### src/rtl/hsp_pkg.sv
package hsp_pkg;
  localparam int unsigned WORD_W  = 32;
  localparam int unsigned B_CONN  = 0;
  localparam int unsigned B_EN    = 2;
  localparam int unsigned B_RES   = 4;
  localparam int unsigned B_RST   = 5;
  localparam int unsigned B_PWR   = 8;
  localparam int unsigned B_OWN   = 12;
endpackage

### src/rtl/hsp_owner.sv
module hsp_owner (
  input  logic clk,
  input  logic rst_n,
  input  logic cfg_flag,
  input  logic wr_en,
  input  logic wr_owner,
  output logic owner
);
  logic cfg_q;

  always_ff @(posedge clk) begin
    if (!rst_n) begin
      owner <= 1'b1;
      cfg_q <= 1'b0;
    end else begin
      cfg_q <= cfg_flag;
      if (!cfg_flag)      owner <= 1'b1;
      else if (!cfg_q)    owner <= 1'b0;
      else if (wr_en)     owner <= wr_owner;
    end
  end

  // rising configured flag hands the port to the high-speed controller
  p_cfg_rise_r2: assert property (@(posedge clk) disable iff (!rst_n)
    (cfg_flag && !cfg_q) |=> !owner);

  // configured flag low keeps the port with the companion
  p_cfg_low_r3: assert property (@(posedge clk) disable iff (!rst_n)
    !cfg_flag |=> owner);
endmodule

### src/rtl/hsp_rst_seq.sv
module hsp_rst_seq #(
  parameter int unsigned RST_CYCLES = 20
) (
  input  logic clk,
  input  logic rst_n,
  input  logic start,
  input  logic abort,
  output logic active,
  output logic done
);
  localparam int unsigned CW = $clog2(RST_CYCLES + 1);
  localparam logic [CW-1:0] LOAD = CW'(RST_CYCLES - 1);

  logic [CW-1:0] cnt;

  always_ff @(posedge clk) begin
    if (!rst_n) begin
      active <= 1'b0;
      cnt    <= '0;
    end else if (abort) begin
      active <= 1'b0;
      cnt    <= '0;
    end else if (start) begin
      active <= 1'b1;
      cnt    <= LOAD;
    end else if (active) begin
      if (cnt == '0) active <= 1'b0;
      else           cnt    <= cnt - 1'b1;
    end
  end

  assign done = active && (cnt == '0) && !abort;

  // an accepted start puts the port into reset next cycle
  p_start_r6: assert property (@(posedge clk) disable iff (!rst_n)
    (start && !abort) |=> active);
endmodule

### src/rtl/hsp_state.sv
module hsp_state
  import hsp_pkg::*;
(
  input  logic              clk,
  input  logic              rst_n,
  input  logic              wr_en,
  input  logic [WORD_W-1:0] wr_data,
  input  logic              owner,
  input  logic              dev_connect,
  input  logic              dev_hispeed,
  input  logic              resume_detect,
  input  logic              rst_start,
  input  logic              rst_done,
  output logic              pwr,
  output logic              enable,
  output logic              force_res
);
  logic pwr_off_now;
  assign pwr_off_now = !pwr || (wr_en && !wr_data[B_PWR]);

  always_ff @(posedge clk) begin
    if (!rst_n) begin
      pwr       <= 1'b0;
      enable    <= 1'b0;
      force_res <= 1'b0;
    end else begin
      if (wr_en) pwr <= wr_data[B_PWR];

      if (pwr_off_now || owner || !dev_connect || rst_start)
        enable <= 1'b0;
      else if (rst_done)
        enable <= dev_hispeed;
      else if (wr_en && !wr_data[B_EN])
        enable <= 1'b0;

      if (pwr_off_now || owner)
        force_res <= 1'b0;
      else
        force_res <= (wr_en ? wr_data[B_RES] : force_res) | resume_detect;
    end
  end

  // enable only rises as the outcome of a completed bus reset
  p_en_src_r8: assert property (@(posedge clk) disable iff (!rst_n)
    $rose(enable) |-> $past(rst_done));

  // no enable survives a powered-off cycle
  p_pwr_off_r11: assert property (@(posedge clk) disable iff (!rst_n)
    !pwr |=> !enable);
endmodule

### src/rtl/hsport_reg.sv
module hsport_reg
  import hsp_pkg::*;
#(
  parameter int unsigned RST_CYCLES = 20
) (
  input  logic              clk,
  input  logic              rst_n,
  input  logic              reg_wr_en,
  input  logic [WORD_W-1:0] reg_wr_data,
  output logic [WORD_W-1:0] reg_rd_data,
  input  logic              cfg_flag,
  input  logic              dev_connect,
  input  logic              dev_hispeed,
  input  logic              resume_detect,
  output logic              port_to_comp,
  output logic              comp_lock,
  output logic              bus_reset_drv,
  output logic              resume_drv
);
  logic owner, pwr, enable, force_res;
  logic rst_active, rst_done, rst_start, rst_abort, hs_live;

  hsp_owner u_owner (
    .clk      (clk),
    .rst_n    (rst_n),
    .cfg_flag (cfg_flag),
    .wr_en    (reg_wr_en),
    .wr_owner (reg_wr_data[B_OWN]),
    .owner    (owner)
  );

  assign rst_start = reg_wr_en && reg_wr_data[B_RST] && reg_wr_data[B_PWR]
                   && pwr && !owner && !rst_active;
  assign rst_abort = !pwr || owner;

  hsp_rst_seq #(.RST_CYCLES(RST_CYCLES)) u_rst (
    .clk    (clk),
    .rst_n  (rst_n),
    .start  (rst_start),
    .abort  (rst_abort),
    .active (rst_active),
    .done   (rst_done)
  );

  hsp_state u_state (
    .clk           (clk),
    .rst_n         (rst_n),
    .wr_en         (reg_wr_en),
    .wr_data       (reg_wr_data),
    .owner         (owner),
    .dev_connect   (dev_connect),
    .dev_hispeed   (dev_hispeed),
    .resume_detect (resume_detect),
    .rst_start     (rst_start),
    .rst_done      (rst_done),
    .pwr           (pwr),
    .enable        (enable),
    .force_res     (force_res)
  );

  assign hs_live = pwr && !owner;

  always_comb begin
    reg_rd_data         = '0;
    reg_rd_data[B_OWN]  = owner;
    reg_rd_data[B_PWR]  = pwr;
    reg_rd_data[B_CONN] = hs_live && dev_connect;
    reg_rd_data[B_EN]   = hs_live && enable;
    reg_rd_data[B_RES]  = hs_live && force_res;
    reg_rd_data[B_RST]  = hs_live && rst_active;
  end

  assign port_to_comp  = owner;
  assign comp_lock     = !owner;
  assign bus_reset_drv = hs_live && rst_active;
  assign resume_drv    = hs_live && force_res;

  // a reset on the wire always follows a software reset request
  p_rst_req_r6: assert property (@(posedge clk) disable iff (!rst_n)
    $rose(bus_reset_drv) |-> $past(reg_wr_en && reg_wr_data[B_RST]));

  // detected resume while live shows up in the force-resume field
  p_res_det_r10: assert property (@(posedge clk) disable iff (!rst_n)
    (resume_detect && hs_live && !(reg_wr_en && (!reg_wr_data[B_PWR] || reg_wr_data[B_OWN])))
      |=> (force_res || owner));
endmodule

### config.mk
export PLATFORM = sky130hd
export DESIGN_NAME = hsport_reg
export DESIGN_NICKNAME = d
export VERILOG_FILES = /design/src/rtl/hsp_pkg.sv /design/src/rtl/hsp_owner.sv /design/src/rtl/hsp_rst_seq.sv /design/src/rtl/hsp_state.sv /design/src/rtl/hsport_reg.sv
export SDC_FILE = /design/constraint.sdc
export NUM_CORES = 1
export LEC_CHECK = 0
export ABC_AREA = 0
export CELL_PAD_IN_SITES_DETAIL_PLACEMENT = 0
export CELL_PAD_IN_SITES_GLOBAL_PLACEMENT = 1
export CORE_ASPECT_RATIO = 0.6
export CORE_MARGIN = 4
export CORE_UTILIZATION = 20
export DETAILED_ROUTE_END_ITERATION = 8
export PLACE_DENSITY_LB_ADDON = 0.1
export SYNTH_ARGS = -nofsm -noshare
export SYNTH_HDL_FRONTEND = slang
export SYNTH_SLANG_ARGS = --single-unit
### constraint.sdc
create_clock -name clk -period 3.5 [get_ports clk]
set_clock_uncertainty 0.15 [all_clocks]
set_input_delay 0.7 -clock clk [delete_from_list [all_inputs] [get_ports clk]]
set_output_delay 0.7 -clock clk [all_outputs]
set_load 0.005 [all_outputs]
==> impl_metrics.ini, run 1 <==
[outcome]
outcome = finished clean

[sta]
fin_tns_setup_ns = 0
clock.fmax_mhz = 380.2
layout_setup_ws_ns = 0.8699
period_minus_slack_ns = 2.630
period_share_pct = 75.15
finalSetupViolCount = 0
maxSlewViolCount = 0
rsz0062_at_grt = false
hold_viol_final = 0

[critical_path]
cp_cell_sequence = clkdlybuf4s50_1 -> and2_1 -> clkdlybuf4s50_1
end_kind = output pin
r2r-end = u_rst.cnt[1]
cpMostUsedCell = clkdlybuf4s50_1
cp-start-kind = primary input
r2r-start = u_rst.cnt[1]
critical_path_required_ns = 2.65
crit_path_max_incr_delay_ns = 0.50
critical_path_arrival_ns = 1.78
critPathSlowestCell = clkdlybuf4s50_1
worstSetupPathType = in -> out
critPathMaxFanout = 2
rrSetupSlack_ns = 1.74
r2r_cells = 5

[placement]
dp_slack_ns = 0.8605
gp_congestion = 0.7588
portBuffers = 21
dp.cells = 153
dp_hpwl_mm = 1.408
placed_cell_area_sq_um = 900.9

[cells_and_area]
antenna_cells = 0
area_delta_synth_final_pct = 23.29
final_cells = 157
drive_above_1_share_pct = 7.273
fin_nets = 151
finalInstanceArea_sq_um = 947.2

[clock_network]
cts_hold_buffers = 0
cts_tree = built
clk_latency_ns = 0.24
cts_setup_buffers = 0
clkSlewWorstSetupHoldPaths_ns = 0.06
cts_buffers = 3
htreeDepth = 1
post_cts_resized = 0
cts_root_buffer = clkbuf_8
clockBufferDepth = 2
cts.sinks = 11

[route]
drt-initial-drc-count = 4
vias = 590
drc_errors = 0
ant_nets = 0
avgViaCountPerCell = 3.758
first_pass_iters = 4
wire_per_inst_um = 11.12
finalWirelength_mm = 1.746

[min_path]
hp-class = reg -> reg
hold_path_end = u_owner.owner
holdPathStages = 2
hold_start = u_owner.cfg_q

[logic_synthesis]
postSynthCellCount = 91
synth_edf_count = 0
synth_top_cell_by_area = buf_4
yosysMostFrequentCell = buf_4
synth-seq-cells = 11
ys_seq_area_share_pct = 28.66
synth_commonest_cells = buf_4 (30), dfxtp_1 (11), inv_1 (7)
synthFlopType = dfxtp_1
ys_warn_count = 0
yosys-top-cells-area = buf_4 (29%), dfxtp_1 (29%), inv_1 (3.4%), and2_1 (3.3%), o21ai_0 (3.3%)
netlist_area_sq_um = 768.2
syn_area_per_cell_sq_um = 8.442
synthDominantCellAreaShare_pct = 29.32
async_flop_share_pct = 0
synthDistinctLibCells = 31

[pwr]
p_leak_uw = 0.0003798
ir_worst_vdd_v = 0.0001146
p_per_area_nw_per_um2 = 312.8
power.total_uw = 296.3

[floorplanning]
die_w_um = 88.01
die-area_sq_um = 4929
num_rows = 17
die_y_um = 56.01
initial_core_util_pct = 20.88
ios = 75
core_sq_um = 3680

[grt]
grt.overflow.total = 0
grt_max_degree = 9
grt_pass1_vias = 467
grt_pass1_wl_mm = 2.504
antenna_found_initial = 0
gr-usage-all-layers_pct = 6.877

[flow_run]
drv_cap = 0
[logic make-up after synthesis]
kind of cell | share of synthesized area, %
AOI/OAI and AO/OA | 12.70
adders and majority gates | 1.628
buffers and inverters | 33.39
DFF | 28.66
muxes | 2.606
other | 0.4881
and+or+nand+nor | 20.52
[final cells by class]
type                       count  area [sq um]
timing repair buffer          21         210.2
fill                         398          2733
clock inverter                 1         5.005
clock buffer                   3         41.29
sequential                    11         220.2
inverter                       7         26.28
tap                           47         58.81
multi-input combinational     67         385.4
[registers in the layout (all words and copies together) (netlist names)]
name               flops
u_owner.cfg_q          1
u_state.pwr            1
u_rst.active           1
u_rst.cnt              5
u_owner.owner          1
u_state.force_res      1
u_state.enable         1
[placed cells by master (no fill, tap or decap), types with 2 or more instances in the layout]
| master | synthesis | routed |
|---|---|---|
| a211oi_1 | 3 | 3 |
| a21oi_1 | 2 | 2 |
| and2_1 | 4 | 4 |
| clkbuf_8 | 0 | 3 |
| clkdlybuf4s50_1 | 0 | 21 |
| conb_1 | 1 | 26 |
| dfxtp_1 | 11 | 11 |
| inv_1 | 7 | 7 |
| mux2i_1 | 2 | 2 |
| nand2_1 | 4 | 4 |
| nor2b_1 | 2 | 2 |
| o21ai_0 | 5 | 5 |
[metal layers]
metal	vias to the layer above	GRT usage (%)	routed length, um
met5	-	0	0
met2	27	9.013	696
met4	0	1.940	26
met3	2	3.402	166
li1	297	-	-
met1	264	9.728	857
[where the power goes]
part           leakage [uW]  internal (uW)  switching, uW
clock network     0.0000255           78.6           54.4
logic              0.000265           18.8           15.1
registers         0.0000893            127           2.13
total              0.000380            225           71.6
[per-stage QoR]
step	util, %	hold WS, ns
floorplan	-	0.2775
CTS	25.74	0.3063
global route	25.74	0.3363
detailed placement	24.48	0.3014
global placement	24.48	0.2884
finish	25.74	0.3027
[how the worst max path moves through the flow]
stage / from / end / slack (ns) / depth (start not counted)
4_1_cts: dev_connect / reg_rd_data[0] / 0.85 / 3
3_3_place_gp: dev_connect / reg_rd_data[0] / 0.85 / 3
3_5_place_dp: dev_connect / reg_rd_data[0] / 0.86 / 3
6_report: dev_connect / reg_rd_data[0] / 0.87 / 3
5_1_grt: dev_connect / reg_rd_data[0] / 0.82 / 3
2_1_floorplan: reg_wr_en / u_rst.cnt[1] / 1.59 / 4
[critical path, delay by kind of cell]
family / cells / cell delay, ns
buf+inv: 2 / 0.97
simple gates: 1 / 0.11
Power figures use the tool's default switching activity.
==> inputs of run 2 (changes only) <==
Settings changed: CORE_UTILIZATION 20 to 19.
Clock period 3.5 ns to 2.7 ns, I/O delays scaled along.
==> impl_metrics.ini, run 2 (synthesis gave the netlist of run 1 again) <==
[floorplanning]
die_w_um = 90.09
core_sq_um = 3786
die_y_um = 57.26
ios = 75
initial_core_util_pct = 20.29
die-area_sq_um = 5158
num_rows = 17

[grt]
grt.met2_usage_pct = 8.811
grt_pass1_wl_mm = 2.711
met3_usage_pct = 2.503
grt_max_degree = 9
grtUsageMet1_pct = 9.606
gr-usage-all-layers_pct = 6.586
grt_pass1_vias = 515
antenna_found_initial = 0
grt-busiest-layer = met1
grt.overflow.total = 0

[sta]
rsz0062_at_grt = false
fin_tns_setup_ns = 0
hold_viol_final = 0
finalSetupViolCount = 0
clock.fmax_mhz = 423.8
maxSlewViolCount = 0
period_share_pct = 87.40
period_minus_slack_ns = 2.360

[route]
ant_nets = 0
vias = 590
wire_per_inst_um = 10.98
finalWirelength_mm = 1.735
drt-initial-drc-count = 12
avgViaCountPerCell = 3.734
first_pass_iters = 2
drc_errors = 0

[min_path]
hp-class = reg -> reg

[critical_path]
crit_path_max_incr_delay_ns = 0.50
critPathMaxFanout = 6
cp-start-kind = flip-flop
critPathSlowestCell = clkdlybuf4s50_1
critical_path_arrival_ns = 1.67
critical_path_required_ns = 2.01
end_kind = output pin
cp_cell_sequence = nor2b_1 -> and2_1 -> clkdlybuf4s50_1
worstSetupPathType = reg -> out

[placement]
gp_congestion = 0.7333
dp_hpwl_mm = 1.448
dp.cells = 154
portBuffers = 21
placed_cell_area_sq_um = 908.4

[cells_and_area]
mostFrequentLayoutCells = conb_1 (26), clkdlybuf4s50_1 (21), dfxtp_1 (11)
regMostFlops = u_rst.cnt
final_common_cell = conb_1
antenna_cells = 0
largest_reg_flops = 5
finalInstanceArea_sq_um = 954.7
final_cells = 158
area_delta_synth_final_pct = 24.27
drive_above_1_share_pct = 8.108
nFillCells = 415
fin_nets = 152

[clock_network]
post_cts_resized = 0
cts.sinks = 11
cts_setup_buffers = 0
cts_tree = built
cts_root_buffer = clkbuf_8
clk_latency_ns = 0.24
clockBufferDepth = 2
cts_hold_buffers = 0
htreeDepth = 1
clkSlewWorstSetupHoldPaths_ns = 0.06
cts_buffers = 3

[outcome]
outcome = finished clean

[flow_run]
drv_cap = 0

[pwr]
ir_worst_vdd_v = 0.0001064
p_leak_uw = 0.0003846
p_per_area_nw_per_um2 = 402.3
[run 2: layer usage]
layer	up-vias	routed length, um
li1	301	-
met1	262	878
met2	25	693
met3	2	141
met4	0	21
met5	-	0
[run 2: worst max-delay path: cells and delay by family (launching register included)]
| family | cells | cell delay (ns) |
|---|---|---|
| simple gates | 2 | 0.54 |
| buf+inv | 1 | 0.50 |
| flops | 1 | 0.39 |
[run 2: area by class of cell]
class	instances	area, sq um	area share, %
Inverter	7	26.28	2.752
Tap cell	47	58.81	6.160
Clock inverter	1	5.005	0.5242
Multi-Input combinational cell	67	385.4	40.37
Timing Repair Buffer	22	217.7	22.80
Clock buffer	3	41.29	4.325
Sequential cell	11	220.2	23.07
[run 2: worst paths after layout]
check | startpoint | endpoint | slack (ns) | cells past startpoint
worst max-delay path | u_state.pwr | resume_drv | 0.34 | 3
worst min register to register | u_owner.cfg_q | u_owner.owner | 0.30 | 2
worst max register to register | u_rst.cnt[0] | u_rst.cnt[1] | 0.93 | 5
worst min-delay path | u_owner.cfg_q | u_owner.owner | 0.30 | 2
[run 2: where the power goes]
part	switching [uW]	internal, uW
Sequential	2.82	165
Combinational	19.9	25.3
Clock	69.2	102
[run 2: through the flow]
stage,hold WS [ns],util [%],setup slack (ns),power (uW)
after CTS,0.3062,25.21,0.2987,391.0
after global routing,0.3466,25.21,0.1609,404.8
final,0.3018,25.21,0.3403,384.1
after floorplan,0.2775,-,0.9495,218.0
after global placement,0.2862,23.99,0.3741,216.5
after detailed placement,0.3013,23.99,0.3732,216.1
==> inputs of run 3 (changes only) <==
Settings changed: CORE_MARGIN 4 to 5, TNS_END_PERCENT set to 20.
==> impl_metrics.ini, run 3 (synthesis gave the netlist of run 1 again) <==
[floorplanning]
die_y_um = 59.26
core_sq_um = 3786
num_rows = 17
initial_core_util_pct = 20.29
ios = 75
die_w_um = 92.09
die-area_sq_um = 5457

[route]
ant_nets = 0
finalWirelength_mm = 1.825
avgViaCountPerCell = 3.635
first_pass_iters = 4
drt-initial-drc-count = 12
wire_per_inst_um = 11.48
vias = 578
drc_errors = 0

[cells_and_area]
nFillCells = 421
fin_nets = 153
final_cells = 159
drive_above_1_share_pct = 8.929
finalInstanceArea_sq_um = 962.2
final_common_cell = conb_1
largest_reg_flops = 5
utilization_pct = 25.41
mostFrequentLayoutCells = conb_1 (26), clkdlybuf4s50_1 (21), dfxtp_1 (11)
antenna_cells = 0
regMostFlops = u_rst.cnt
area_delta_synth_final_pct = 25.24

[pwr]
p_sw_uw = 88.88
p_per_area_nw_per_um2 = 396.9
p_leak_uw = 0.0003894
swShare_pct = 23.28
ir_worst_vdd_v = 0.0001558
internal_power_uw = 293.0
pwr-share-seq_pct = 44.0
p_clk_share_pct = 43.9
comb_power_share_pct = 12.1

[placement]
gp_congestion = 0.7063
placed_cell_area_sq_um = 915.9
dp_slack_ns = 0.3771
dp_hpwl_mm = 1.528
dp.cells = 155
portBuffers = 21

[sta]
worst_slew_pin_slew_ns = 0.5232
layout_setup_ws_ns = 0.3512
period_share_pct = 86.99
finalSetupViolCount = 0
rsz0062_at_grt = false
period_minus_slack_ns = 2.349
maxSlewViolCount = 0
fin_tns_setup_ns = 0
max_slew_margin_pct = 65.05
hold_viol_final = 0
clock.fmax_mhz = 425.8

[critical_path]
path_delay_family = simple AND/OR/NAND/NOR gates
r2r-start = u_rst.cnt[0]
end_kind = output pin
cp.depth = 3
crit_path_max_incr_delay_ns = 0.50
cp_cell_sequence = nor2b_1 -> and2_1 -> clkdlybuf4s50_1
cp_num_buf_inv = 1
rrSetupSlack_ns = 0.94
cp-start-kind = flip-flop
r2r_cells = 5
startpoint = u_state.pwr
worstSetupPathType = reg -> out
r2r-end = u_state.enable
critical_path_arrival_ns = 1.66
critPathMaxFanout = 6
critical_path_required_ns = 2.01
critPathSlowestCell = clkdlybuf4s50_1
crit_path_end = reg_rd_data[4]

[flow_run]
drv_cap = 0

[grt]
antenna_found_initial = 0
grt_pass1_wl_mm = 2.766
grt_pass1_vias = 492
gr-usage-all-layers_pct = 6.823
grt_max_degree = 9
grt.overflow.total = 0

[clock_network]
cts_hold_buffers = 0
clkSlewWorstSetupHoldPaths_ns = 0.05
clk_latency_ns = 0.24
post_cts_resized = 0
cts_buffers = 3
cts_setup_buffers = 0
cts_root_buffer = clkbuf_8
cts_tree = built
htreeDepth = 1
cts.sinks = 11
clockBufferDepth = 2

[min_path]
hp-class = reg -> reg

[outcome]
outcome = finished clean
==> run 3: changes by cell type in the layout (fill, tap and decap cells not counted), sizes merged <==
cell / previous run / this run
buf: 1 / 2
==> run 3: worst reg2reg max path: stages (launching register included) <==
cell and delay (ns):
dfxtp_1 0.31, inv_1 0.07, ha_1 0.19, nor4b_2 0.42, nand4_1 0.16, a2111oi_0 0.35
==> run 3: final cells by class <==
type,instances,area (sq um),share of cell area [%]
multi-input cells,67,385.4,40.05
inverters,7,26.28,2.731
clock buffers,3,41.29,4.291
repair buffers,23,225.2,23.41
well taps,47,58.81,6.112
clock inverters,1,5.005,0.5202
flip-flops and latches,11,220.2,22.89
==> run 3: metal layers <==
| metal | vias to the layer above | track usage [%] | part of all wire [%] | wire length (um) |
|---|---|---|---|---|
| met5 | - | 0 | 0 | 0 |
| met4 | 0 | 1.903 | 1.3 | 23 |
| met3 | 2 | 2.792 | 7.6 | 138 |
| met2 | 26 | 8.921 | 40 | 739 |
| met1 | 250 | 9.992 | 51 | 923 |
| li1 | 300 | - | - | - |
==> run 3: worst min-delay path by stage <==
stage / to / slack (ns) / from / depth (start not counted)
3_3_place_gp: u_owner.owner / 0.29 / u_owner.cfg_q / 2
3_5_place_dp: u_owner.owner / 0.29 / u_owner.cfg_q / 2
5_1_grt: u_owner.owner / 0.36 / u_owner.cfg_q / 2
6_report: u_owner.owner / 0.30 / u_owner.cfg_q / 2
2_1_floorplan: u_owner.owner / 0.28 / u_owner.cfg_q / 2
4_1_cts: u_owner.owner / 0.30 / u_owner.cfg_q / 2
==> run 3: power by group through the flow <==
stage | Combinational, uW | Clock [uW] | Sequential [uW]
floorplan | 47.1 | 0 | 171
global placement | 46.4 | 0 | 171
detailed placement | 45.6 | 0 | 172
CTS | 45.8 | 174 | 168
global route | 51.1 | 184 | 169
finish | 46.2 | 168 | 168
==> run 3: per-stage QoR <==
stage               power (uW)  hold WS (ns)
floorplan                218.0        0.2775
global placement         217.9        0.2901
detailed placement       217.1        0.2923
CTS                      388.0        0.3002
global route             403.8        0.3602
finish                   381.9        0.2968
